==> src/rtl/seq_pkg.sv <==
package seq_pkg;

  typedef enum logic [1:0] {
    OP_END   = 2'b00,
    OP_SPIKE = 2'b01,
    OP_DELAY = 2'b10,
    OP_ABS   = 2'b11
  } op_t;

  typedef enum logic [2:0] {
    S_IDLE,
    S_FETCH,
    S_EMIT,
    S_RELEASE,
    S_DELAY,
    S_ABS_LO,
    S_ABS_WAIT
  } state_t;

endpackage

==> src/rtl/seq_tick_count.sv <==
module seq_tick_count #(
  parameter int W = 16
) (
  input  logic         clk,
  input  logic         rst,
  input  logic         load,
  input  logic [W-1:0] load_val,
  input  logic         tick,
  output logic         zero
);
  logic [W-1:0] cnt;

  always_ff @(posedge clk) begin
    if (rst) begin
      cnt <= '0;
    end else if (load) begin
      cnt <= load_val;
    end else if (tick && cnt != '0) begin
      cnt <= cnt - 1'b1;
    end
  end

  assign zero = (cnt == '0);
endmodule

==> src/rtl/seq_fall_flag.sv <==
module seq_fall_flag (
  input  logic clk,
  input  logic rst,
  input  logic level,
  input  logic clr,
  output logic flag
);
  logic level_q;

  always_ff @(posedge clk) begin
    if (rst) begin
      level_q <= 1'b0;
      flag    <= 1'b0;
    end else begin
      level_q <= level;
      if (level_q && !level) begin
        flag <= 1'b1;
      end else if (clr) begin
        flag <= 1'b0;
      end
    end
  end
endmodule

==> src/rtl/seq_chan_decode.sv <==
module seq_chan_decode #(
  parameter int CH_N = 4,
  parameter int CH_W = 2
) (
  input  logic [CH_W-1:0] sel,
  output logic [CH_N-1:0] onehot
);
  for (genvar i = 0; i < CH_N; i++) begin : g_ch
    assign onehot[i] = (sel == CH_W'(i));
  end
endmodule

==> src/rtl/aer_seq_engine.sv <==
module aer_seq_engine #(
  parameter int DATA_W = 16,
  parameter int CH_N   = 4,
  localparam int CH_W   = (CH_N > 1) ? $clog2(CH_N) : 1,
  localparam int WORD_W = DATA_W + 2,
  localparam int TIME_W = 2 * DATA_W
) (
  input  logic              clk,
  input  logic              rst,
  input  logic              enable,
  input  logic              fifo_empty,
  input  logic              fifo_half,
  input  logic [WORD_W-1:0] fifo_rdata,
  output logic              fifo_rd,
  input  logic              tick,
  input  logic [TIME_W-1:0] now_time,
  input  logic [CH_W-1:0]   chan_sel,
  output logic [CH_N-1:0]   ev_req,
  output logic [DATA_W-1:0] ev_addr,
  input  logic              ev_ack,
  input  logic              irq_clr,
  output logic              irq_empty,
  output logic              irq_half
);
  import seq_pkg::*;

  state_t              state;
  logic                en_q;
  logic [DATA_W-1:0]   hi_q;
  logic [TIME_W-1:0]   target_q;
  logic [CH_N-1:0]     sel_oh;
  logic                dly_zero;
  logic                dly_load;
  op_t                 op;
  logic [DATA_W-1:0]   data;

  assign op   = op_t'(fifo_rdata[WORD_W-1 -: 2]);
  assign data = fifo_rdata[DATA_W-1:0];

  always_comb begin
    fifo_rd = !fifo_empty &&
              ((state == S_FETCH && enable) || state == S_ABS_LO);
  end

  assign dly_load = fifo_rd && (state == S_FETCH) && (op == OP_DELAY);

  seq_chan_decode #(.CH_N(CH_N), .CH_W(CH_W)) u_dec (
    .sel    (chan_sel),
    .onehot (sel_oh)
  );

  seq_tick_count #(.W(DATA_W)) u_dly (
    .clk      (clk),
    .rst      (rst),
    .load     (dly_load),
    .load_val (data),
    .tick     (tick),
    .zero     (dly_zero)
  );

  seq_fall_flag u_irq_empty (
    .clk   (clk),
    .rst   (rst),
    .level (!fifo_empty),
    .clr   (irq_clr),
    .flag  (irq_empty)
  );

  seq_fall_flag u_irq_half (
    .clk   (clk),
    .rst   (rst),
    .level (fifo_half),
    .clr   (irq_clr),
    .flag  (irq_half)
  );

  always_ff @(posedge clk) begin
    if (rst) begin
      state    <= S_IDLE;
      en_q     <= 1'b0;
      ev_req   <= '0;
      ev_addr  <= '0;
      hi_q     <= '0;
      target_q <= '0;
    end else begin
      en_q <= enable;
      case (state)
        S_IDLE: begin
          if (enable && !en_q) state <= S_FETCH;
        end
        S_FETCH: begin
          if (!enable) begin
            state <= S_IDLE;
          end else if (!fifo_empty) begin
            case (op)
              OP_END:   state <= S_IDLE;
              OP_SPIKE: begin
                ev_addr <= data;
                ev_req  <= sel_oh;
                state   <= S_EMIT;
              end
              OP_DELAY: state <= S_DELAY;
              OP_ABS: begin
                hi_q  <= data;
                state <= S_ABS_LO;
              end
              default:  state <= S_IDLE;
            endcase
          end
        end
        S_EMIT: begin
          if (ev_ack) begin
            ev_req <= '0;
            state  <= S_RELEASE;
          end
        end
        S_RELEASE: begin
          if (!ev_ack) state <= S_FETCH;
        end
        S_DELAY: begin
          if (dly_zero) state <= S_FETCH;
        end
        S_ABS_LO: begin
          if (!fifo_empty) begin
            target_q <= {hi_q, data};
            state    <= S_ABS_WAIT;
          end
        end
        S_ABS_WAIT: begin
          if (now_time >= target_q) state <= S_FETCH;
        end
        default: state <= S_IDLE;
      endcase
    end
  end
endmodule

==> config.mk <==
export PLATFORM = sky130hd
export DESIGN_NAME = aer_seq_engine
export DESIGN_NICKNAME = d
export VERILOG_FILES = /design/src/rtl/seq_pkg.sv /design/src/rtl/seq_tick_count.sv /design/src/rtl/seq_fall_flag.sv /design/src/rtl/seq_chan_decode.sv /design/src/rtl/aer_seq_engine.sv
export SDC_FILE = /design/constraint.sdc
export NUM_CORES = 1
export LEC_CHECK = 0
export BUFFER_PORTS_ARGS = -buffer_cell sky130_fd_sc_hd__buf_2
export CORE_ASPECT_RATIO = 0.5
export CORE_MARGIN = 1.5
export CORE_UTILIZATION = 50
export DETAILED_ROUTE_END_ITERATION = 8
export GPL_TIMING_DRIVEN = 0
export MAX_ROUTING_LAYER = met4
export PLACE_DENSITY = 0.76
export SLEW_MARGIN = 20
export SYNTH_ARGS = -nofsm -noshare
export SYNTH_HDL_FRONTEND = slang
export SYNTH_SLANG_ARGS = --single-unit
==> constraint.sdc <==
create_clock -name clk -period 2 [get_ports clk]
set_input_delay 0.1 -clock clk [delete_from_list [all_inputs] [get_ports clk]]
set_output_delay 0.1 -clock clk [all_outputs]
set_load 0.005 [all_outputs]
==> results.ini, run 1 <==
[clocking]
cts-htree-levels=3
clockBufferDepth=2
clk_pin_slew_ns=0.06
clock-sinks=92
worstSkewPairLatency_ns=0.34
cts_tree=done
cts_root_buf=clkbuf_16
numCtsBuffers=9

[logic_synthesis]
synth-xor-area-share_pct=2.711
ys_ff_latch=92
yosys.area_share.adder_pct=9.129
async_flop_share_pct=0
synth-simple-area-share_pct=20.69
syn_area_per_cell_um2=8.550
synthMuxAreaShare_pct=7.524
ys_seq_area_share_pct=40.72
synth_compound_area_share_pct=13.36
synth_top_family_by_area=simple AND/OR/NAND/NOR gates
ys.flop_type=dfxtp_1
synth_area_um2=4523
synth_fp_nets=622
ys_types=51
synth_edf_count=0
synth_warnings=0
synth_cells=529

[critical_path]
crit_chain=inv_1 -> ha_4 -> nand4_1 -> or3_4 -> o32ai_4 -> o311ai_4 -> and2_4 -> o221a_4
path_max_fanout=3
critPathSlowestCell=or3_4
required_ns=2.23
slowest_delay_ns=0.41
cp.arrival_ns=2.40
cp-end-kind=flip-flop
crit_buf_inv=1
cp_top_family=simple AND/OR/NAND/NOR gates
path_class=flip-flop to flip-flop
crit_path_start_kind=flip-flop

[sta]
period_share_pct=108.6
drv_slew=0
finalWorstSetupSlack_ns=-0.1716
finClkSkew_ns=0.006367
final_hold_viol_count=0
min_period_ns=2.172
worst_pin_slew_ns=0.7183
setup-violations-final=4
fmax_ghz=0.4605
slew_headroom_pct=52.12
rsz0062_at_grt=yes
final.setup.tns_ns=-0.3935

[route]
final_antenna_net_count=0
drc=0
via_per_inst=5.487
wl_mm=12.13
drtIter0Drc=379
dr_total_vias=4143
first_pass_iters=6
post_drt_wl_per_cell_um=16.07

[placement]
io_buffers=81
dpl_worst_slack_ns=-0.5525
dp_hpwl_mm=8.335
place_inst=727
place.gp.congestion=0.8550

[status]
status=complete, but fails checks
violations=setup timing

[floorplan]
die_width_um=137.5
start_util_pct=51.76
num_io_pins=83
die_area_um2=9660
core_um2=8738
fp.dieH_um=70.26
fp-row-count=24

[cells_and_area]
finalNetCount=726
drive_gt1_share_pct=26.80
layout.cells.non_filler=755
n_antenna_cell=0
layout_commonest_cell=buf_2
syn2layout_area_growth_pct=27.44
final_core_util_pct=65.97
final_cell_mix=buf_2 (85), dfxtp_1 (82), nand2_1 (78)
fillers=694

[global_route]
grtUsageMet1_pct=36.38
grt_pass1_wl_mm=19.21
grt_pass1_vias=3808
antenna_found_initial=0
grt_max_degree=15
grt_usage_pct=26.61
met3_usage_pct=5.229
grt_remaining_overflow=0
busiest_layer=met2
use_met2_pct=40.17

[min_path]
hold_path.class=input pin to flip-flop

[pwr]
power-per-cell-area_nw_per_um2=952.2
vdd_drop_max_v=0.0005545
power_w=0.005489
leakage_nw=2.330

[run]
cap_violations=0

synth_stat cells, types with 2 or more instances:
cell type | instances | area [µm²]
a311oi_1 | 2 | 17.52
clkbuf_1 | 19 | 71.32
buf_4 | 2 | 15.01
nand2b_1 | 6 | 37.54
nand4_1 | 8 | 50.05
dfxtp_1 | 92 | 1842
or3_1 | 2 | 12.51
nand3_1 | 4 | 20.02
a31oi_1 | 3 | 18.77
nor4_2 | 4 | 50.05
nand3b_1 | 2 | 15.01
nor4b_1 | 2 | 17.52
buf_2 | 2 | 10.01
o21a_1 | 4 | 30.03
a21o_1 | 2 | 15.01
and2_1 | 4 | 25.02
nor2b_1 | 4 | 25.02
nand4_2 | 2 | 25.02
o21ai_0 | 6 | 30.03
xor2_1 | 5 | 43.79
inv_1 | 37 | 138.9
nor3b_1 | 2 | 15.01
buf_6 | 2 | 22.52
mux2i_1 | 34 | 340.3
nand4b_1 | 2 | 17.52
xnor2_1 | 9 | 78.83
nor2_1 | 65 | 244.0
a211oi_1 | 15 | 112.6
nand2_1 | 78 | 292.8
o211ai_1 | 2 | 15.01
ha_1 | 33 | 412.9
buf_1 | 2 | 7.510
nor3_1 | 3 | 15.01
a22oi_1 | 4 | 30.03
a21oi_1 | 50 | 250.2
power breakdown:
part / internal (W) / switching, W
sequential: 0.00200 / 0.000200
combinational: 0.000826 / 0.000857
clock: 0.000907 / 0.000699
total: 0.00373 / 0.00176
layer usage:
layer / share of wire, % / up-vias
li1: - / 2021
met1: 46 / 1939
met2: 44 / 161
met3: 7.8 / 22
met4: 1.9 / 0
met5: 0 / -
logic make-up after synthesis:
kind of cell | after synthesis
simple gates | 195
buf+inv | 64
fa+ha+maj | 33
xor+xnor | 14
compound gates | 97
mux | 34
flops | 92
final cells by class:
class,instances,area [µm²],share of cell area [%]
Multi-Input combinational cell,373,2708,46.97
Timing Repair Buffer,93,500.5,8.682
Clock buffer,12,256.5,4.450
Clock inverter,4,23.77,0.4124
Tap cell,117,146.4,2.540
Buffer,27,136.4,2.366
Sequential cell,92,1854,32.17
Inverter,37,138.9,2.409
state kept, by name (all words and copies together), names as in the netlist:
| register | count |
|---|---|
| ev_req | 4 |
| target_q | 32 |
| u_irq_empty.flag | 1 |
| en_q | 1 |
| u_dly.cnt | 16 |
| hi_q | 16 |
| u_irq_empty.level_q | 1 |
| state | 3 |
| ev_addr | 16 |
| u_irq_half.level_q | 1 |
| u_irq_half.flag | 1 |
through the flow:
| stage | hold slack (ns) | cell area [µm²] |
|---|---|---|
| after floorplan | 0.1724 | 4523 |
| after global placement | 0.3300 | 5075 |
| after detailed placement | 0.3357 | 5075 |
| after CTS | 0.04179 | 5655 |
| after global routing | 0.05020 | 5764 |
| final | 0.04856 | 5764 |
tightest hold or removal path, stage by stage:
cell	delay [ns]
buf_2	0.14
nand2_1	0.06
a21oi_1	0.05
what timing repair did:
item	CTS	global route
pin swaps	14	7
endpoints found under the setup margin	15	56
resized for setup	39	29
buffers inserted	8	2
hold endpoints to repair	2	0
hold buffers	2	0
final timing paths:
kind            startpoint          end  slack [ns]  depth (start not counted)
min reg2reg    target_q[4]  target_q[4]        0.46                          2
max reg2reg   target_q[11]     state[1]       -0.17                          8
min          fifo_rdata[0]  target_q[0]        0.05                          3
max           target_q[11]     state[1]       -0.17                          8
Power figures use the tool's default switching activity.
==> run 2: changes to the inputs <==
--- a/config.mk
+++ b/config.mk
@@ -5,14 +5,15 @@
 export SDC_FILE = /design/constraint.sdc
 export NUM_CORES = 1
 export LEC_CHECK = 0
+export ABC_AREA = 1
 export BUFFER_PORTS_ARGS = -buffer_cell sky130_fd_sc_hd__buf_2
 export CORE_ASPECT_RATIO = 0.5
 export CORE_MARGIN = 1.5
-export CORE_UTILIZATION = 50
+export CORE_UTILIZATION = 51
 export DETAILED_ROUTE_END_ITERATION = 8
 export GPL_TIMING_DRIVEN = 0
 export MAX_ROUTING_LAYER = met4
-export PLACE_DENSITY = 0.76
+export PLACE_DENSITY = 0.77
 export SLEW_MARGIN = 20
 export SYNTH_ARGS = -nofsm -noshare
 export SYNTH_HDL_FRONTEND = slang
==> results.ini, run 2 <==
[global_route]
grt_remaining_overflow=0
antenna_found_initial=0
busiest_layer=met2
grt_pass1_vias=3985
grt_usage_pct=25.39
grtUsageMet1_pct=33.19
grt_pass1_wl_mm=19.01
met3_usage_pct=5.213
grt_max_degree=17
use_met2_pct=40.28

[clocking]
worstSkewPairLatency_ns=0.34
clk_pin_slew_ns=0.06
clockBufferDepth=2
cts_tree=done
cts-htree-levels=3
numCtsBuffers=9
cts_root_buf=clkbuf_16
clock-sinks=92

[sta]
period_share_pct=93.54
setup-violations-final=0
finalWorstSetupSlack_ns=0.1292
final_hold_viol_count=0
finClkSkew_ns=0.008772
fmax_ghz=0.5345
rsz0062_at_grt=no
worst_pin_slew_ns=0.6084
min_period_ns=1.871
drv_slew=0
slew_headroom_pct=59.44

[pwr]
leakage_nw=2.412
power-per-cell-area_nw_per_um2=1148
vdd_drop_max_v=0.0006803
power_w=0.006458

[logic_synthesis]
ys_types=38
synth.area.top_cells=dfxtp_1 (39%), a21oi_1 (9.1%), nand2_1 (9.1%)
async_flop_share_pct=0
synth_cells=630
synth_area_um2=4727
ys_ff_latch=92
synth_common_cells=nand2_1 (114), dfxtp_1 (92), a21oi_1 (86), inv_1 (84), o21ai_0 (53)
ys.flop_type=dfxtp_1
syn_area_per_cell_um2=7.503
ys_seq_area_share_pct=38.96
synth_edf_count=0
synth_warnings=0
yosysMostFrequentCell=nand2_1
synth_top_area_share_pct=38.96
synth_fp_nets=723
yosys.area.top_type=dfxtp_1

[placement]
dp_hpwl_mm=9.003
place_inst=829
place.gp.congestion=0.9615
io_buffers=82
dpl_worst_slack_ns=-0.09767

[cells_and_area]
largest-register=target_q
drive_gt1_share_pct=19.70
largest_reg_flops=32
syn2layout_area_growth_pct=19.06
layout.cells.non_filler=848
finalNetCount=819
layout_commonest_cell=nand2_1
n_antenna_cell=0
final_cell_mix=nand2_1 (114), buf_2 (89), dfxtp_1 (89)

[route]
wl_mm=11.78
post_drt_wl_per_cell_um=13.90
via_per_inst=5.239
drc=5
first_pass_iters=7
final_antenna_net_count=0
dr_total_vias=4443
drtIter0Drc=403

[critical_path]
slowest_delay_ns=0.32
required_ns=2.24
cp.arrival_ns=2.11
path_class=flip-flop to flip-flop
crit_path_start_kind=flip-flop
critPathSlowestCell=dfxtp_2
path_common_cell=nand2_1
crit_chain=inv_1 -> ha_1 -> nand2_1 -> inv_1 -> nand3_2 -> nor3_4 -> nor2b_4 -> nand2_1 -> nand4_1 -> buf_6 -> nand3_1 -> nand2_1 -> nor2_1
path_max_fanout=6
rrSetupSlack_ns=0.13
cp-end-kind=flip-flop

[floorplan]
start_util_pct=53.36
die_area_um2=9890
die_width_um=139.2
num_io_pins=83
core_um2=8859
fp-row-count=24
fp.dieH_um=71.08

[min_path]
hold_path.class=input pin to flip-flop

[status]
status=complete, but fails checks
violations=DRC

[run]
cap_violations=0

## run 2: cell types whose count changed after synthesis, moves of 5 or more
cell	previous run	this run
a211oi_1	15	4
a21oi_1	50	86
a31oi_1	3	12
inv_1	37	84
inv_2	0	5
mux2i_1	34	0
nand2_1	78	114
nand2b_1	6	0
nand3_1	4	25
nor2_1	65	43
o21ai_0	6	53
xnor2_1	9	4
## run 2: worst max-delay path, delay by kind of cell, from the launching register on
family | cells | cell delay (ns)
and+or+nand+nor | 9 | 0.92
DFF | 1 | 0.32
adders and majority gates | 1 | 0.28
buffers and inverters | 3 | 0.25
## run 2: final cells by class
| cell class | count | area [µm²] |
|---|---|---|
| Inverter | 91 | 349.1 |
| Multi-Input combinational cell | 423 | 2451 |
| Buffer | 24 | 121.4 |
| Tap cell | 117 | 146.4 |
| Sequential cell | 92 | 1846 |
| Timing Repair Buffer | 85 | 439.2 |
| Clock inverter | 6 | 46.29 |
| Clock buffer | 10 | 229.0 |
| Fill cell | 783 | 3231 |
## run 2: layer usage
| metal | wire (µm) | vias up |
|---|---|---|
| li1 | - | 2267 |
| met2 | 5331 | 137 |
| met4 | 106 | 0 |
| met1 | 5610 | 2025 |
| met5 | 0 | - |
| met3 | 737 | 14 |
## run 2: kinds of logic (layout without fill, tap and decap cells)
| kind of cell | after synthesis | in the layout | synth area share (%) |
|---|---|---|---|
| xor+xnor | 12 | 12 | 2.223 |
| buf+inv | 115 | 216 | 9.926 |
| fa+ha+maj | 33 | 33 | 8.735 |
| simple gates | 210 | 210 | 20.94 |
| flops | 92 | 92 | 38.96 |
| compound gates | 168 | 168 | 19.22 |
## run 2: worst paths after layout
check	startpoint	to	cells after the start
setup / recovery	target_q[27]	state[1]	13
hold / removal	irq_clr	u_irq_empty.flag	4
setup reg to reg	target_q[27]	state[1]	13
hold reg to reg	u_irq_half.level_q	u_irq_half.flag	2
## run 2: what timing repair did
item,in CTS,in global routing
resized for setup,4,11
hold endpoints to repair,1,0
setup endpoints to repair,4,6
setup buffers,0,2
hold buffers,1,0
pin swaps,0,2
## run 2: power by group
part,internal [W],switching (W)
clock network,0.000851,0.000723
logic,0.000998,0.00152
registers,0.00211,0.000255
total,0.00396,0.00249
## run 2: per-stage QoR
step	util, %	hold slack (ns)	area, µm²	TNS (ns)
detailed placement	59.65	0.3243	5284	-0.2465
CTS	62.98	0.01155	5579	0
global placement	59.65	0.3187	5284	-0.09346
global route	63.53	0.05342	5628	0
finish	63.53	0.01911	5628	0
floorplan	-	0.1724	4727	0
==> run 3: changes to the inputs <==
--- a/config.mk
+++ b/config.mk
@@ -6,14 +6,14 @@
 export NUM_CORES = 1
 export LEC_CHECK = 0
 export ABC_AREA = 1
-export BUFFER_PORTS_ARGS = -buffer_cell sky130_fd_sc_hd__buf_2
 export CORE_ASPECT_RATIO = 0.5
 export CORE_MARGIN = 1.5
-export CORE_UTILIZATION = 51
+export CORE_UTILIZATION = 57
 export DETAILED_ROUTE_END_ITERATION = 8
+export DONT_BUFFER_PORTS = 1
 export GPL_TIMING_DRIVEN = 0
 export MAX_ROUTING_LAYER = met4
-export PLACE_DENSITY = 0.77
+export PLACE_DENSITY = 0.75
 export SLEW_MARGIN = 20
 export SYNTH_ARGS = -nofsm -noshare
 export SYNTH_HDL_FRONTEND = slang
==> results.ini, run 3 (same netlist as run 2, synthesis figures left out) <==
[clocking]
clock-sinks=92
cts_root_buf=clkbuf_16
numCtsBuffers=9
worstSkewPairLatency_ns=0.35
clockBufferDepth=2
cts-htree-levels=3
clk_pin_slew_ns=0.07
cts_tree=done

[cells_and_area]
largest-register=target_q
finalNetCount=759
layout_commonest_cell=nand2_1
fin_area_um2=5460
drive_gt1_share_pct=9.091
syn2layout_area_growth_pct=15.51
largest_reg_flops=32
final_cell_mix=nand2_1 (114), dfxtp_1 (89), a21oi_1 (85)

[pwr]
p_switching_w=0.002469
clock_power_share_pct=26.9
vdd_drop_max_v=0.0006339
power.share.sequential_pct=36.3
power_w=0.006573
power-per-cell-area_nw_per_um2=1204
swShare_pct=37.57
internal_power_w=0.004104
leakage_nw=2.156
pwr-share-comb_pct=36.9

[sta]
worst_pin_slew_ns=0.5843
drv_slew=0
setup-violations-final=0
fmax_ghz=0.5274
finClkSkew_ns=0.009224
final_hold_viol_count=1
slew_headroom_pct=61.05
hold-worst-slack_ns=-0.0002280
final.setup.tns_ns=0
period_share_pct=94.80
min_period_ns=1.896

[run]
cap_violations=0

[min_path]
hold_path.class=input pin to flip-flop

[critical_path]
path_common_cell=nand2_1
cp-end-kind=flip-flop
cp.arrival_ns=2.13
path_max_fanout=6
crit_chain=inv_1 -> ha_1 -> nand2_1 -> nor3_2 -> nor2b_4 -> nand2_1 -> nand4_1 -> buf_4 -> nand3_1 -> nand2_1 -> nor2_1
critPathSlowestCell=dfxtp_1
slowest_delay_ns=0.33
path_class=flip-flop to flip-flop
crit_path_start_kind=flip-flop
required_ns=2.24

[placement]
place.gp.congestion=0.9131
io_buffers=0
dp_hpwl_mm=8.628
placed_cell_area_um2=4867

[route]
drtIter0Drc=280
wl_mm=12.10
final_antenna_net_count=0
post_drt_wl_per_cell_um=15.43
via_per_inst=5.418
dr_total_vias=4248
drc=0
first_pass_iters=7

[floorplan]
start_util_pct=58.87
core_um2=8029
die_area_um2=8882
fp.dieH_um=67.40
die_width_um=131.8
fp-row-count=23
num_io_pins=83

[status]
violations=hold timing
status=complete, but fails checks

[global_route]
met3_usage_pct=8.784
busiest_layer=met2
grt_pass1_wl_mm=19.20
use_met2_pct=45.92
grt_max_degree=17
antenna_found_initial=1
grtUsageMet1_pct=36.45
grt_pass1_vias=3931
grt_usage_pct=28.96
grt_remaining_overflow=0

[run 3: changes by cell type in the layout (fill, tap and decap cells not counted), sizes merged]
cell         delta
dlygate4sd3    +23
bufinv          +1
diode           +1
clkinv          +2
inv             -1
clkinvlp        -2
buf            -84
clkbuf          +1
[run 3: final timing paths]
| check | from | end | slack (ns) | cells past startpoint |
|---|---|---|---|---|
| worst min register to register | u_irq_half.level_q | u_irq_half.flag | 0.45 | 2 |
| worst max register to register | target_q[31] | state[2] | 0.10 | 11 |
| worst min-delay path | fifo_rdata[8] | target_q[8] | -0.0002 | 2 |
| worst max-delay path | target_q[31] | state[2] | 0.10 | 11 |
[run 3: layout make-up]
type	count	area (µm²)
Antenna cell	1	2.502
Buffer	24	121.4
Clock buffer	10	239.0
Clock inverter	6	72.57
Fill cell	690	2569
Inverter	91	349.1
Multi-Input combinational cell	423	2440
Sequential cell	92	1848
Tap cell	112	140.1
Timing Repair Buffer	25	247.7
[run 3: power by group through the flow]
stage / clock network (W) / registers [W] / logic, W
floorplan: 0 / 0.00235 / 0.00196
global placement: 0 / 0.00240 / 0.00227
detailed placement: 0 / 0.00240 / 0.00231
CTS: 0.00178 / 0.00237 / 0.00239
global route: 0.00188 / 0.00242 / 0.00276
finish: 0.00177 / 0.00238 / 0.00242
[run 3: critical path, delay by kind of cell, from the launching register on]
kind	cells	cell delay (ns)
and+or+nand+nor	8	0.95
buffers and inverters	2	0.21
adders and majority gates	1	0.29
DFF	1	0.33
[run 3: what timing repair did]
action                                  CTS  global route
buffers inserted                          0             1
pin swaps                                 1             1
endpoints found under the setup margin    4            10
hold endpoints to repair                 65             1
hold buffers                             23             1
resized for setup                         4             7
[run 3: stage by stage]
stage / worst slack (ns) / std cells / utilization [%]
2_1_floorplan: 0.3985 / 630 / -
3_3_place_gp: -0.04580 / 742 / 60.62
3_5_place_dp: -0.05381 / 742 / 60.62
4_1_cts: 0.001311 / 781 / 67.54
5_1_grt: -0.01080 / 784 / 68.01
6_report: 0.1040 / 784 / 68.01
[run 3: layer usage]
layer	share of wire [%]	routed length (µm)
met2	45	5401
met5	0	0
met1	46	5602
met4	2.0	243
met3	7.0	848
